$ cat src/rtl/dbg_ctrl_pkg.sv
package dbg_ctrl_pkg;
    localparam int unsigned DATA_W       = 32;
    localparam int unsigned HSEL_FIELD_W = 10;

    // register offsets
    localparam logic [7:0] OFS_CTRL   = 8'h04;
    localparam logic [7:0] OFS_STATUS = 8'h05;
    localparam logic [7:0] OFS_AUTH   = 8'h06;

    // control register bit positions
    localparam int unsigned CTL_ACTIVE = 0;
    localparam int unsigned CTL_SYSRST = 1;
    localparam int unsigned CTL_HRST   = 2;
    localparam int unsigned CTL_RESUME = 4;
    localparam int unsigned CTL_HALT   = 5;
    localparam int unsigned CTL_HSEL   = 8;

    // status register bit positions
    localparam int unsigned ST_AUTH    = 6;
    localparam int unsigned ST_IMPBRK  = 7;
    localparam logic [3:0]  ST_VERSION = 4'd2;

    function automatic logic [DATA_W-1:0] auth_response(
        input logic [DATA_W-1:0] chal,
        input logic [DATA_W-1:0] key
    );
        return {chal[15:0], chal[31:16]} ^ key;
    endfunction
endpackage

$ cat src/rtl/dbg_chal_lfsr.sv
module dbg_chal_lfsr #(
    parameter int unsigned       W    = 32,
    parameter logic [W-1:0]      SEED = 32'h1D2C_3B4A,
    parameter logic [W-1:0]      TAPS = 32'h8020_0003
) (
    input  logic         clk,
    input  logic         rst_n,
    output logic [W-1:0] value_o
);
    logic [W-1:0] lfsr_d, lfsr_q;

    always_comb begin
        lfsr_d = {1'b0, lfsr_q[W-1:1]};
        if (lfsr_q[0]) lfsr_d = lfsr_d ^ TAPS;
    end

    always_ff @(posedge clk) begin
        if (!rst_n) lfsr_q <= SEED;
        else        lfsr_q <= lfsr_d;
    end

    assign value_o = lfsr_q;

    a_r10_lfsr_nonzero: assert property (@(posedge clk) disable iff (!rst_n)
        lfsr_q != '0);
endmodule

$ cat src/rtl/dbg_auth_check.sv
module dbg_auth_check
    import dbg_ctrl_pkg::*;
#(
    parameter logic [DATA_W-1:0] AUTH_KEY = 32'h5A3C_96E1
) (
    input  logic [DATA_W-1:0] chal_i,
    input  logic [DATA_W-1:0] resp_i,
    output logic              match_o
);
    logic [DATA_W-1:0] expect_w;

    always_comb begin
        expect_w = auth_response(chal_i, AUTH_KEY);
        match_o  = (resp_i == expect_w);
    end
endmodule

$ cat src/rtl/dbg_hart_req_dec.sv
module dbg_hart_req_dec #(
    parameter int unsigned NUM_HARTS = 3,
    parameter int unsigned SEL_BITS  = 2
) (
    input  logic                 clk,
    input  logic                 rst_n,
    input  logic                 en_i,
    input  logic [SEL_BITS-1:0]  sel_i,
    input  logic                 halt_i,
    input  logic                 resume_i,
    input  logic                 hreset_i,
    output logic [NUM_HARTS-1:0] halt_o,
    output logic [NUM_HARTS-1:0] resume_o,
    output logic [NUM_HARTS-1:0] hreset_o
);
    for (genvar h = 0; h < NUM_HARTS; h++) begin : g_hart
        logic hit;
        assign hit         = en_i && (sel_i == SEL_BITS'(h));
        assign halt_o[h]   = hit && halt_i;
        assign resume_o[h] = hit && resume_i;
        assign hreset_o[h] = hit && hreset_i;
    end

    a_r9_halt_onehot: assert property (@(posedge clk) disable iff (!rst_n)
        $onehot0(halt_o));
    a_r9_resume_onehot: assert property (@(posedge clk) disable iff (!rst_n)
        $onehot0(resume_o));
    a_r7_idle_quiet: assert property (@(posedge clk) disable iff (!rst_n)
        !en_i |-> (halt_o == '0 && resume_o == '0 && hreset_o == '0));
endmodule

$ cat src/rtl/dbg_ctrl_auth.sv
module dbg_ctrl_auth
    import dbg_ctrl_pkg::*;
#(
    parameter int unsigned       ADDR_W    = 8,
    parameter int unsigned       NUM_HARTS = 3,
    parameter int unsigned       SEL_BITS  = 2,
    parameter bit                AUTH_REQ  = 1'b1,
    parameter logic [DATA_W-1:0] AUTH_KEY  = 32'h5A3C_96E1,
    parameter logic [DATA_W-1:0] LFSR_SEED = 32'h1D2C_3B4A
) (
    input  logic                 clk,
    input  logic                 rst_n,
    input  logic [ADDR_W-1:0]    reg_addr,
    input  logic [DATA_W-1:0]    reg_wdata,
    input  logic                 reg_we,
    output logic [DATA_W-1:0]    reg_rdata,
    output logic [NUM_HARTS-1:0] halt_req_o,
    output logic [NUM_HARTS-1:0] resume_req_o,
    output logic [NUM_HARTS-1:0] hart_reset_o,
    output logic                 sys_reset_o
);
    localparam logic [ADDR_W-1:0] A_CTRL   = ADDR_W'(OFS_CTRL);
    localparam logic [ADDR_W-1:0] A_STATUS = ADDR_W'(OFS_STATUS);
    localparam logic [ADDR_W-1:0] A_AUTH   = ADDR_W'(OFS_AUTH);

    typedef struct packed {
        logic                active;
        logic                halt;
        logic                resume;
        logic                hreset;
        logic                sreset;
        logic [SEL_BITS-1:0] hsel;
        logic                auth;
        logic [DATA_W-1:0]   chal;
    } dbg_state_t;

    dbg_state_t        st_d, st_q;
    logic [DATA_W-1:0] lfsr_w;
    logic              resp_ok;
    logic              ctrl_wr, auth_wr;

    dbg_chal_lfsr #(.W(DATA_W), .SEED(LFSR_SEED)) u_lfsr (
        .clk     (clk),
        .rst_n   (rst_n),
        .value_o (lfsr_w)
    );

    dbg_auth_check #(.AUTH_KEY(AUTH_KEY)) u_auth (
        .chal_i  (st_q.chal),
        .resp_i  (reg_wdata),
        .match_o (resp_ok)
    );

    assign ctrl_wr = reg_we && (reg_addr == A_CTRL);
    assign auth_wr = reg_we && (reg_addr == A_AUTH);

    // next-state logic
    always_comb begin
        st_d = st_q;
        if (ctrl_wr) begin
            if (!st_q.active && reg_wdata[CTL_ACTIVE]) begin
                st_d      = '0;
                st_d.auth = ~AUTH_REQ;
                st_d.chal = lfsr_w;
            end
            st_d.active = reg_wdata[CTL_ACTIVE];
            if (st_d.auth && st_d.active) begin
                st_d.halt   = reg_wdata[CTL_HALT];
                st_d.resume = reg_wdata[CTL_RESUME];
                st_d.hreset = reg_wdata[CTL_HRST];
                st_d.sreset = reg_wdata[CTL_SYSRST];
                st_d.hsel   = reg_wdata[CTL_HSEL +: SEL_BITS];
            end
        end
        if (auth_wr && !st_q.auth && resp_ok) st_d.auth = 1'b1;
    end

    always_ff @(posedge clk) begin
        if (!rst_n) begin
            st_q      <= '0;
            st_q.auth <= ~AUTH_REQ;
            st_q.chal <= LFSR_SEED;
        end else begin
            st_q <= st_d;
        end
    end

    // read mux
    always_comb begin
        reg_rdata = '0;
        if (reg_addr == A_CTRL) begin
            reg_rdata[CTL_ACTIVE] = st_q.active;
            if (st_q.active) begin
                reg_rdata[CTL_HALT]               = st_q.halt;
                reg_rdata[CTL_RESUME]             = st_q.resume;
                reg_rdata[CTL_HRST]               = st_q.hreset;
                reg_rdata[CTL_SYSRST]             = st_q.sreset;
                reg_rdata[CTL_HSEL +: SEL_BITS]   = st_q.hsel;
            end
        end else if (reg_addr == A_STATUS) begin
            reg_rdata[3:0]       = ST_VERSION;
            reg_rdata[ST_AUTH]   = st_q.auth;
            reg_rdata[ST_IMPBRK] = 1'b1;
        end else if (reg_addr == A_AUTH) begin
            reg_rdata = st_q.chal;
        end
    end

    dbg_hart_req_dec #(.NUM_HARTS(NUM_HARTS), .SEL_BITS(SEL_BITS)) u_dec (
        .clk      (clk),
        .rst_n    (rst_n),
        .en_i     (st_q.active),
        .sel_i    (st_q.hsel),
        .halt_i   (st_q.halt),
        .resume_i (st_q.resume),
        .hreset_i (st_q.hreset),
        .halt_o   (halt_req_o),
        .resume_o (resume_req_o),
        .hreset_o (hart_reset_o)
    );

    assign sys_reset_o = st_q.active && st_q.sreset;

    a_r2_active_follows: assert property (@(posedge clk) disable iff (!rst_n)
        ctrl_wr |=> st_q.active == $past(reg_wdata[CTL_ACTIVE]));
    a_r3_locked_fields: assert property (@(posedge clk) disable iff (!rst_n)
        (ctrl_wr && !st_q.auth && st_q.active)
        |=> ($stable(st_q.halt) && $stable(st_q.resume) && $stable(st_q.hreset)
             && $stable(st_q.sreset) && $stable(st_q.hsel)));
    a_r4_reinit_auth: assert property (@(posedge clk) disable iff (!rst_n)
        (ctrl_wr && !st_q.active && reg_wdata[CTL_ACTIVE])
        |=> (st_q.auth == ~AUTH_REQ));
    a_r8_bad_response: assert property (@(posedge clk) disable iff (!rst_n)
        (auth_wr && !resp_ok && !st_q.auth && !ctrl_wr) |=> !st_q.auth);
    a_r9_sysrst_gated: assert property (@(posedge clk) disable iff (!rst_n)
        sys_reset_o |-> st_q.active);
endmodule

$ cat config.mk
export PLATFORM = sky130hd
export DESIGN_NAME = dbg_ctrl_auth
export DESIGN_NICKNAME = d
export VERILOG_FILES = /design/src/rtl/dbg_ctrl_pkg.sv /design/src/rtl/dbg_chal_lfsr.sv /design/src/rtl/dbg_auth_check.sv /design/src/rtl/dbg_hart_req_dec.sv /design/src/rtl/dbg_ctrl_auth.sv
export SDC_FILE = /design/constraint.sdc
export NUM_CORES = 1
export LEC_CHECK = 0
export BUFFER_PORTS_ARGS = -buffer_cell sky130_fd_sc_hd__buf_2
export CORE_MARGIN = 8
export CORE_UTILIZATION = 50
export DETAILED_ROUTE_END_ITERATION = 8
export PLACE_DENSITY = 0.77
export SYNTH_ARGS = -nofsm -noshare
export SYNTH_HDL_FRONTEND = slang
export SYNTH_SLANG_ARGS = --single-unit
$ cat constraint.sdc
create_clock -name clk -period 3.4 [get_ports clk]
set_input_delay 0.68 -clock clk [delete_from_list [all_inputs] [get_ports clk]]
set_output_delay 0.68 -clock clk [all_outputs]
set_load 0.02 [all_outputs]
==> results of run 1 <==
==> state kept, by name, indices dropped and copies added, names as in the netlist <==
signal	flops
st_q	40
u_lfsr.value_o	32
==> synth_stat cells (2+ instances only) <==
library cell and count:
buf_6 3, a22o_1 5, clkbuf_1 11, nor4_1 3, nor3_1 4, nor2b_1 3
xnor2_1 18, and4b_1 2, nand3_1 38, a21oi_1 2, mux2i_1 12, nand2b_1 15
nand2_1 68, nand4b_2 2, and2_1 41, buf_2 6, xor2_1 17, nor2_1 12
nand4_1 7, dfxtp_1 72
==> where the power goes <==
part           switching (mW)  internal, mW
logic                  0.0529        0.0526
registers              0.0163         0.873
clock network           0.296         0.370
==> routing by layer <==
metal  share of wire (%)  wire [um]  global-route usage (%)
met4                 3.5        273                    10.3
met2                  48       3770                    29.4
met1                  40       3180                    20.4
met3                 7.9        622                    5.40
met5                   0          0                       0
==> worst max-delay path: stages <==
cell and delay [ns]:
buf_2 0.10, nor4_2 0.29, and4b_1 0.36, and2_0 0.34
a22o_1 0.20, buf_2 0.16
==> path summary, 6_finish.rpt <==
check        slack [ns]  depth (start not counted)          startpoint            endpoint
max reg2reg        1.79                          5            st_q[28]            st_q[32]
max                0.59                          6         reg_addr[5]        reg_rdata[8]
min                0.43                          1  u_lfsr.value_o[28]  u_lfsr.value_o[27]
min reg2reg        0.43                          1  u_lfsr.value_o[28]  u_lfsr.value_o[27]
==> area by class of cell <==
cell class / count / area (um2) / share of cell area (%)
Clock buffer: 11 / 151 / 4.05
Multi-Input combinational cell: 258 / 1550 / 41.5
Inverter: 1 / 3.75 / 0.101
Timing Repair Buffer: 88 / 450 / 12.1
Clock inverter: 3 / 42.5 / 1.14
Tap cell: 75 / 93.8 / 2.51
Sequential cell: 72 / 1440 / 38.6
==> logic make-up after synthesis <==
kind of cell / count (synthesis) / share of synthesized area [%]
AO/OA/AOI/OAI: 12 / 3.14
XOR/XNOR: 35 / 9.85
buffers and inverters: 23 / 3.86
flip-flops: 72 / 46.3
multiplexers: 12 / 3.86
AND/OR/NAND/NOR: 199 / 33.0
==> implementation parameters, run 1 <==
Parameter                              Value

Synthesis
  Area share of the leading cell type in the synthesized netlist    46.3%
  Top cells by area in the synthesized netlist    dfxtp_1, and2_1, nand2_1
  Warning count from the yosys run    0
  Flip-flop and latch count after synthesis    72
  Post-synth net total    396
  Mean area per synthesized cell    8.82 um2
  Post-synthesis instance area    0.00311 mm2
  Portion of the post-synthesis area used by sequential elements    46.3%
  Async S/R FF share, synth    0%
  Number of flops mapped to enable cells by yosys    0
  Number of instances in the synthesized netlist    353
  Synth Flop Type    dfxtp_1
  Largest area contributor in the synthesized netlist    dfxtp_1
  Count of unique library cells instantiated by Yosys    32

Timing
  Fin crit period    2.81 ns
  Hold Fails Final Rpt    0
  Slack of the critical path    0.590 ns
  Fmax    0.356 GHz
  Headroom to the max-slew limit    60.9%
  Final Skew    0.00516 ns
  Setup TNS    0 ns
  RSZ-0062 raised after global routing    no
  Final count of pins violating max slew    0
  Final hold slack    0.434 ns
  Share of the cycle needed by the critical path after routing    82.6%
  Number of failing setup endpoints in the final timing report    0
  Slew @ Worst Pin    0.586 ns

Clocking
  Clock-pin slew on the worst setup and hold paths    0.07 ns
  Maximum level of the CTS H-tree    3
  TritonCTS clock tree    yes
  Clock net sink count    72
  Clk Latency, worst-skew pair    0.34 ns
  Total setup buffers inserted after CTS    0
  Quantity of gates resized following cts    0
  Worst-case clock buffer depth    2
  Cts bufs inserted    9
  Clock root buffer master    clkbuf_8
  Number of buffers added to fix hold violations after cts    0

Die
  Chip Height    94.9 um
  Row count    28
  I/O Pins    85
  Overall die width    94.9 um
  Initial core utilization    52.3%
  Core region area    0.00596 mm2
  Full die area    0.00901 mm2

Cells and area
  Commonest non-fill, non-tap cell in the layout    buf_2
  Number of fill cells in the layout    520
  Cell area after layout    0.00373 mm2
  Share of the core filled with cells    62.7%
  Number of nets in the finished design    473
  Diodes inserted    0
  Non-Filler Instances    508
  Most frequent cells in the layout    buf_2, dfxtp_1, nand2_1
  Area growth syn-to-layout    20.0%
  Proportion of layout cells with a drive suffix above 1    24.5%

Placed design
  Port buffer count    84
  Post-Place Worst Slack    0.579 ns
  Placed cell count    494
  DP HPWL    5810 um
  Routability cong.    0.822
  Placed Instance Area    0.00354 mm2

GRT
  Global-route wire length before repair    12400 um
  All-layer global routing usage    17.9%
  Number of antenna violations at the first check in global routing    0
  Global-route congestion overflow total    0
  Number of global-route vias before repair    2561
  Largest net degree at the start of global routing    67

Setup path
  Required arrival time at the worst endpoint    2.72 ns
  Element type at the critical path start    primary input
  Worst Path Max Fanout    6
  Worst endpoint data arrival time    2.13 ns
  Worst setup EP type    output port
  Crit Path Class    in -> out

Power and ir drop
  Worst IR drop on VDD    274 uV
  Power Total    1.66 mW
  Cell area power density    445 mW/mm2
  Static leakage    1.77 nW

Drt
  Antenna violation net count after detailed routing    0
  Routed via count    2631
  Routed wire per std cell    15.4 um
  Number of DRC markers after the initial detailed-route iteration    186
  Total Wirelength    7850 um
  Ratio of routed vias to standard cells    5.18
  Number of optimization iterations in the first detailed-route pass    4
  Final routed DRC violation total    0

Job
  Max-cap violations    0

Hold path
  Class of the tightest hold or removal check    reg -> reg

Run status
  Result of the run    finished, final reports clean
(Power assumes the default switching activity.)
==> inputs of run 2 (changes only) <==
--- a/config.mk
+++ b/config.mk
@@ -5,11 +5,12 @@
 export SDC_FILE = /design/constraint.sdc
 export NUM_CORES = 1
 export LEC_CHECK = 0
+export ABC_AREA = 1
 export BUFFER_PORTS_ARGS = -buffer_cell sky130_fd_sc_hd__buf_2
 export CORE_MARGIN = 8
 export CORE_UTILIZATION = 50
 export DETAILED_ROUTE_END_ITERATION = 8
-export PLACE_DENSITY = 0.77
+export PLACE_DENSITY = 0.76
 export SYNTH_ARGS = -nofsm -noshare
 export SYNTH_HDL_FRONTEND = slang
 export SYNTH_SLANG_ARGS = --single-unit
==> constraint.sdc (replaced) <==
create_clock -name clk -period 2.6 [get_ports clk]
set_input_delay 0.52 -clock clk [delete_from_list [all_inputs] [get_ports clk]]
set_output_delay 0.52 -clock clk [all_outputs]
set_load 0.02 [all_outputs]
==> run 2 against run 1 <==
Against the previous run:
- register-to-register slack lost 0.80 ns
- global-route usage grew 0.45 points
- synthesized area grew 11%
- flip-flop and latch count is the same
- setup slack lost 0.31 ns
- first-iteration DRC count grew 5.9%
- critical path depth grew 2
==> implementation parameters, run 2 <==
Parameter                              Value

Run status
  Result of the run    finished, final reports clean

Placed design
  Routability cong.    0.897
  Placed cell count    661
  DP HPWL    6590 um
  Port buffer count    84

Synthesis
  Number of instances in the synthesized netlist    511
  Portion of the post-synthesis area used by sequential elements    41.8%
  Top-count cell post-synth    nor2_1
  Post-synthesis instance area    0.00345 mm2
  Synth Area in Simple Gates    35.0%
  Top cells by area in the synthesized netlist    dfxtp_1, nor2_1, nand2_1
  Compound-Gate Fraction of Synth Area    8.42%
  Number of flops mapped to enable cells by yosys    0
  Largest area contributor in the synthesized netlist    dfxtp_1
  Mean area per synthesized cell    6.74 um2
  Post-synth net total    554
  Count of unique library cells instantiated by Yosys    28
  Area share of the leading cell type in the synthesized netlist    41.8%
  Flip-flop and latch count after synthesis    72
  Async S/R FF share, synth    0%
  Synth Flop Type    dfxtp_1
  Post-synthesis mux area share    0%
  Most frequent cells after synthesis    nor2_1, nand2_1, inv_1
  Synth Area in Adders    0%
  Combinational family with the most area after synthesis    simple AND/OR/NAND/NOR gates
  Post-synthesis share of cell area spent on xor and xnor gates    2.29%
  Warning count from the yosys run    0

Setup path
  Crit Path Class    in -> out
  Element type at the critical path start    primary input
  Number of cell instances on the worst register-to-register path    4
  End of the worst register-to-register path    st_q[32]
  Worst R2R Setup Slack    0.99 ns
  Worst setup EP type    output port
  Required arrival time at the worst endpoint    2.08 ns
  Startpoint of the worst register-to-register path    st_q[39]
  Worst endpoint data arrival time    1.80 ns
  Worst Path Max Fanout    17

Hold path
  Number of stages on the worst hold path    2
  Class of the tightest hold or removal check    reg -> reg
  Hold wc startpoint    u_lfsr.value_o[30]
  WHS Endpoint    u_lfsr.value_o[29]

Timing
  Headroom to the max-slew limit    60.5%
  Share of the cycle needed by the critical path after routing    89.3%
  Setup TNS    0 ns
  Final hold slack    0.431 ns
  RSZ-0062 raised after global routing    no
  Hold Fails Final Rpt    0
  Final Skew    0.00983 ns
  Final count of pins violating max slew    0
  Fin crit period    2.32 ns
  Fmax    0.430 GHz
  Number of failing setup endpoints in the final timing report    0
  Slew @ Worst Pin    0.590 ns

Power and ir drop
  Static leakage    2.39 nW
  Cell area power density    520 mW/mm2
  Worst IR drop on VDD    282 uV

Drt
  Routed wire per std cell    13.0 um
  Final routed DRC violation total    0
  Total Wirelength    8810 um
  Ratio of routed vias to standard cells    4.83
  Number of DRC markers after the initial detailed-route iteration    197
  Number of optimization iterations in the first detailed-route pass    5
  Antenna violation net count after detailed routing    0
  Routed via count    3268

Cells and area
  Area growth syn-to-layout    17.9%
  Number of flip-flops under the largest register name    40
  Register with the highest flop count    st_q
  Non-Filler Instances    677
  Commonest non-fill, non-tap cell in the layout    nor2_1
  Proportion of layout cells with a drive suffix above 1    22.8%
  Number of fill cells in the layout    632
  Diodes inserted    0
  Number of nets in the finished design    635
  Most frequent cells in the layout    nor2_1, nand2_1, inv_1, buf_2, dfxtp_1

Die
  Core region area    0.00672 mm2
  Initial core utilization    51.3%
  Chip Height    99.0 um
  Full die area    0.00980 mm2
  Row count    30
  Overall die width    99.0 um
  I/O Pins    85

Clocking
  Clock net sink count    72
  Quantity of gates resized following cts    0
  TritonCTS clock tree    yes
  Clock root buffer master    clkbuf_8
  Clock-pin slew on the worst setup and hold paths    0.08 ns
  Cts bufs inserted    9
  Total setup buffers inserted after CTS    0
  Number of buffers added to fix hold violations after cts    0
  Clk Latency, worst-skew pair    0.35 ns
  Maximum level of the CTS H-tree    3
  Worst-case clock buffer depth    2

GRT
  Global-route wire length before repair    14700 um
  Number of antenna violations at the first check in global routing    0
  All-layer global routing usage    18.4%
  Global-route congestion overflow total    0
  Number of global-route vias before repair    3146
  Largest net degree at the start of global routing    49

Job
  Max-cap violations    0
==> run 2: cell type report <==
class | count | area (um2) | area share [%]
Multi-Input combinational cell | 335 | 1580 | 38.8
Sequential cell | 72 | 1440 | 35.5
Timing Repair Buffer | 86 | 435 | 10.7
Inverter | 88 | 330 | 8.13
Clock buffer | 10 | 128 | 3.14
Tap cell | 80 | 100 | 2.46
Clock inverter | 6 | 52.6 | 1.29
==> run 2: per-stage QoR <==
stage / worst slack [ns] / utilization (%) / cell area (um2) / power [mW]
global route: 0.117 / 60.5 / 4060 / 2.20
detailed placement: 0.267 / 57.8 / 3880 / 1.32
global placement: 0.350 / 57.8 / 3880 / 1.32
CTS: 0.261 / 60.5 / 4060 / 2.11
finish: 0.277 / 60.5 / 4060 / 2.11
floorplan: 0.540 / - / 3450 / 1.26
==> run 2: where the power goes <==
| group | total, mW | leakage [nW] | internal [mW] | switching, mW |
|---|---|---|---|---|
| combinational | 0.148 | 1.71 | 0.0598 | 0.0883 |
| sequential | 1.15 | 0.589 | 1.13 | 0.0162 |
| clock | 0.812 | 0.0850 | 0.360 | 0.452 |
| total | 2.11 | 2.39 | 1.55 | 0.557 |
==> run 2: routing by layer <==
layer,wire (um),up-vias,track usage (%)
met5,0,-,0
met4,138,0,7.56
met3,518,11,4.16
met2,4100,82,30.5
met1,4060,1479,22.4
li1,-,1696,-
==> run 2: kinds of logic (layout without fill, tap and decap cells) <==
| family | count (synthesis) | count (layout) |
|---|---|---|
| simple gates | 281 | 281 |
| flops | 72 | 72 |
| compound gates | 45 | 45 |
| xor+xnor | 9 | 9 |
| buf+inv | 104 | 190 |
==> run 2: worst max-delay path by stage <==
stage | startpoint | endpoint | slack, ns | depth (start not counted)
floorplan | reg_addr[6] | reg_rdata[2] | 0.54 | 7
global placement | reg_addr[3] | reg_rdata[16] | 0.35 | 8
detailed placement | reg_addr[0] | reg_rdata[16] | 0.27 | 8
CTS | reg_addr[0] | reg_rdata[16] | 0.26 | 8
global route | reg_addr[0] | reg_rdata[17] | 0.12 | 8
finish | reg_addr[0] | reg_rdata[16] | 0.28 | 8
==> run 2: worst max-delay path, cell delays in order <==
cell and delay [ns]:
buf_2 0.12, inv_2 0.07, nand2_1 0.08, nor2_4 0.16, nand2_1 0.27, buf_4 0.30
nor2_1 0.11, buf_2 0.18
==> inputs of run 3 (changes only) <==
--- a/config.mk
+++ b/config.mk
@@ -10,6 +10,7 @@
 export CORE_MARGIN = 8
 export CORE_UTILIZATION = 50
 export DETAILED_ROUTE_END_ITERATION = 8
+export GPL_ROUTABILITY_DRIVEN = 0
 export PLACE_DENSITY = 0.76
 export SYNTH_ARGS = -nofsm -noshare
 export SYNTH_HDL_FRONTEND = slang
==> constraint.sdc (replaced) <==
create_clock -name clk -period 2.6 [get_ports clk]
set_input_delay 0.52 -clock clk [delete_from_list [all_inputs] [get_ports clk]]
set_output_delay 0.52 -clock clk [all_outputs]
set_load 0.05 [all_outputs]
==> run 3 against run 2 <==
Against the previous run:
- routed wire length fell by 1.3%
- fmax is 3.3% higher
- clock skew fell by 0.0025 ns
- register-to-register slack worse by 0.04 ns
- die area unchanged
- setup slack better by 0.074 ns
- clock power decreased by 1%
- via count is 1.0% lower
- sequential power about the same
- design area increased by 0.59%
- first-iteration DRC count shrank 23%
- non-clock buffer count grew 2
==> implementation parameters, run 3 (synthesis gave the netlist of run 2 again) <==
Parameter                              Value

Cells and area
  Diodes inserted    0
  Proportion of layout cells with a drive suffix above 1    23.2%
  Number of nets in the finished design    637
  Non-Filler Instances    679
  Share of the core filled with cells    60.8%
  Register with the highest flop count    st_q
  Number of flip-flops under the largest register name    40
  Commonest non-fill, non-tap cell in the layout    nor2_1
  Most frequent cells in the layout    nor2_1, nand2_1, inv_1, buf_2, dfxtp_1
  Area growth syn-to-layout    18.6%

Clocking
  Maximum level of the CTS H-tree    3
  Quantity of gates resized following cts    0
  Total setup buffers inserted after CTS    0
  Worst-case clock buffer depth    2
  Clk Latency, worst-skew pair    0.34 ns
  Number of buffers added to fix hold violations after cts    0
  Cts bufs inserted    9
  Clock-pin slew on the worst setup and hold paths    0.07 ns
  Clock net sink count    72
  Clock root buffer master    clkbuf_8
  TritonCTS clock tree    yes

Timing
  Final hold slack    0.425 ns
  RSZ-0062 raised after global routing    no
  Fmax    0.445 GHz
  Final count of pins violating max slew    0
  Number of failing setup endpoints in the final timing report    0
  Hold Fails Final Rpt    0
  Final Skew    0.00729 ns
  Slack of the critical path    0.351 ns
  Slew @ Worst Pin    0.597 ns
  Share of the cycle needed by the critical path after routing    86.5%
  Headroom to the max-slew limit    60.0%
  Fin crit period    2.25 ns

Die
  I/O Pins    85
  Core region area    0.00672 mm2
  Row count    30
  Initial core utilization    51.3%
  Full die area    0.00980 mm2
  Chip Height    99.0 um
  Overall die width    99.0 um

Power and ir drop
  Worst IR drop on VDD    266 uV
  Power Total    2.11 mW
  Static leakage    2.40 nW
  Cell area power density    516 mW/mm2

Drt
  Routed wire per std cell    12.8 um
  Final routed DRC violation total    0
  Routed via count    3235
  Number of DRC markers after the initial detailed-route iteration    152
  Total Wirelength    8700 um
  Antenna violation net count after detailed routing    0
  Ratio of routed vias to standard cells    4.76
  Number of optimization iterations in the first detailed-route pass    4

Setup path
  Required arrival time at the worst endpoint    2.08 ns
  Worst endpoint data arrival time    1.73 ns
  Worst Path Max Fanout    16
  Worst setup EP type    output port
  Crit Path Class    in -> out
  Element type at the critical path start    primary input

GRT
  All-layer global routing usage    18.6%
  Number of antenna violations at the first check in global routing    0
  Global-route congestion overflow total    0
  Global-route wire length before repair    14900 um
  Number of global-route vias before repair    3267
  Largest net degree at the start of global routing    33

Placed design
  DP HPWL    6550 um
  Post-Place Worst Slack    0.346 ns
  Port buffer count    84
  Placed cell count    663

Run status
  Result of the run    finished, final reports clean

Job
  Max-cap violations    0

Hold path
  Class of the tightest hold or removal check    reg -> reg
[run 3: cell types whose count changed in the layout (fill, tap and decap cells not counted), sizes merged]
| cell | change |
|---|---|
| buf | +2 |
| inv | -2 |
| clkbuf | +2 |
[run 3: final cells by class]
type                            count  area (um2)
Multi-Input combinational cell    335        1580
Clock inverter                      4        28.8
Fill cell                         640        2630
Timing Repair Buffer               88         450
Clock buffer                       12         155
Inverter                           88         330
Tap cell                           80         100
Sequential cell                    72        1440
[run 3: path summary, 6_finish.rpt]
| check | endpoint | depth (start not counted) | slack [ns] | start |
|---|---|---|---|---|
| setup / recovery | reg_rdata[21] | 8 | 0.35 | reg_addr[0] |
| hold / removal | u_lfsr.value_o[5] | 2 | 0.43 | u_lfsr.value_o[6] |
| hold reg to reg | u_lfsr.value_o[5] | 2 | 0.43 | u_lfsr.value_o[6] |
| setup reg to reg | st_q[32] | 4 | 0.95 | st_q[39] |
[run 3: where the power goes]
group / internal, mW / switching (mW) / total [mW]
registers: 1.14 / 0.0167 / 1.15
clock network: 0.399 / 0.402 / 0.801
logic: 0.0609 / 0.0933 / 0.154
[run 3: routing by layer]
layer	part of all wire, %	routed length [um]	up-vias	GRT usage [%]
met5	0	0	-	0
met4	2.7	231	0	10.0
met3	5.5	478	14	3.59
met2	49	4260	83	32.8
met1	43	3730	1447	20.6
li1	-	-	1691	-
[run 3: critical path: stages]
cell and delay, ns:
buf_2 0.12, inv_2 0.07, nand2_1 0.09, nor2_4 0.16
nand2_1 0.14, buf_4 0.23, nor2_1 0.12, buf_2 0.27
[run 3: stage by stage]
stage / cell area (um2) / TNS (ns)
CTS: 4090 / 0
global placement: 3900 / 0
finish: 4090 / 0
detailed placement: 3900 / 0
global route: 4090 / 0
floorplan: 3450 / -0.213
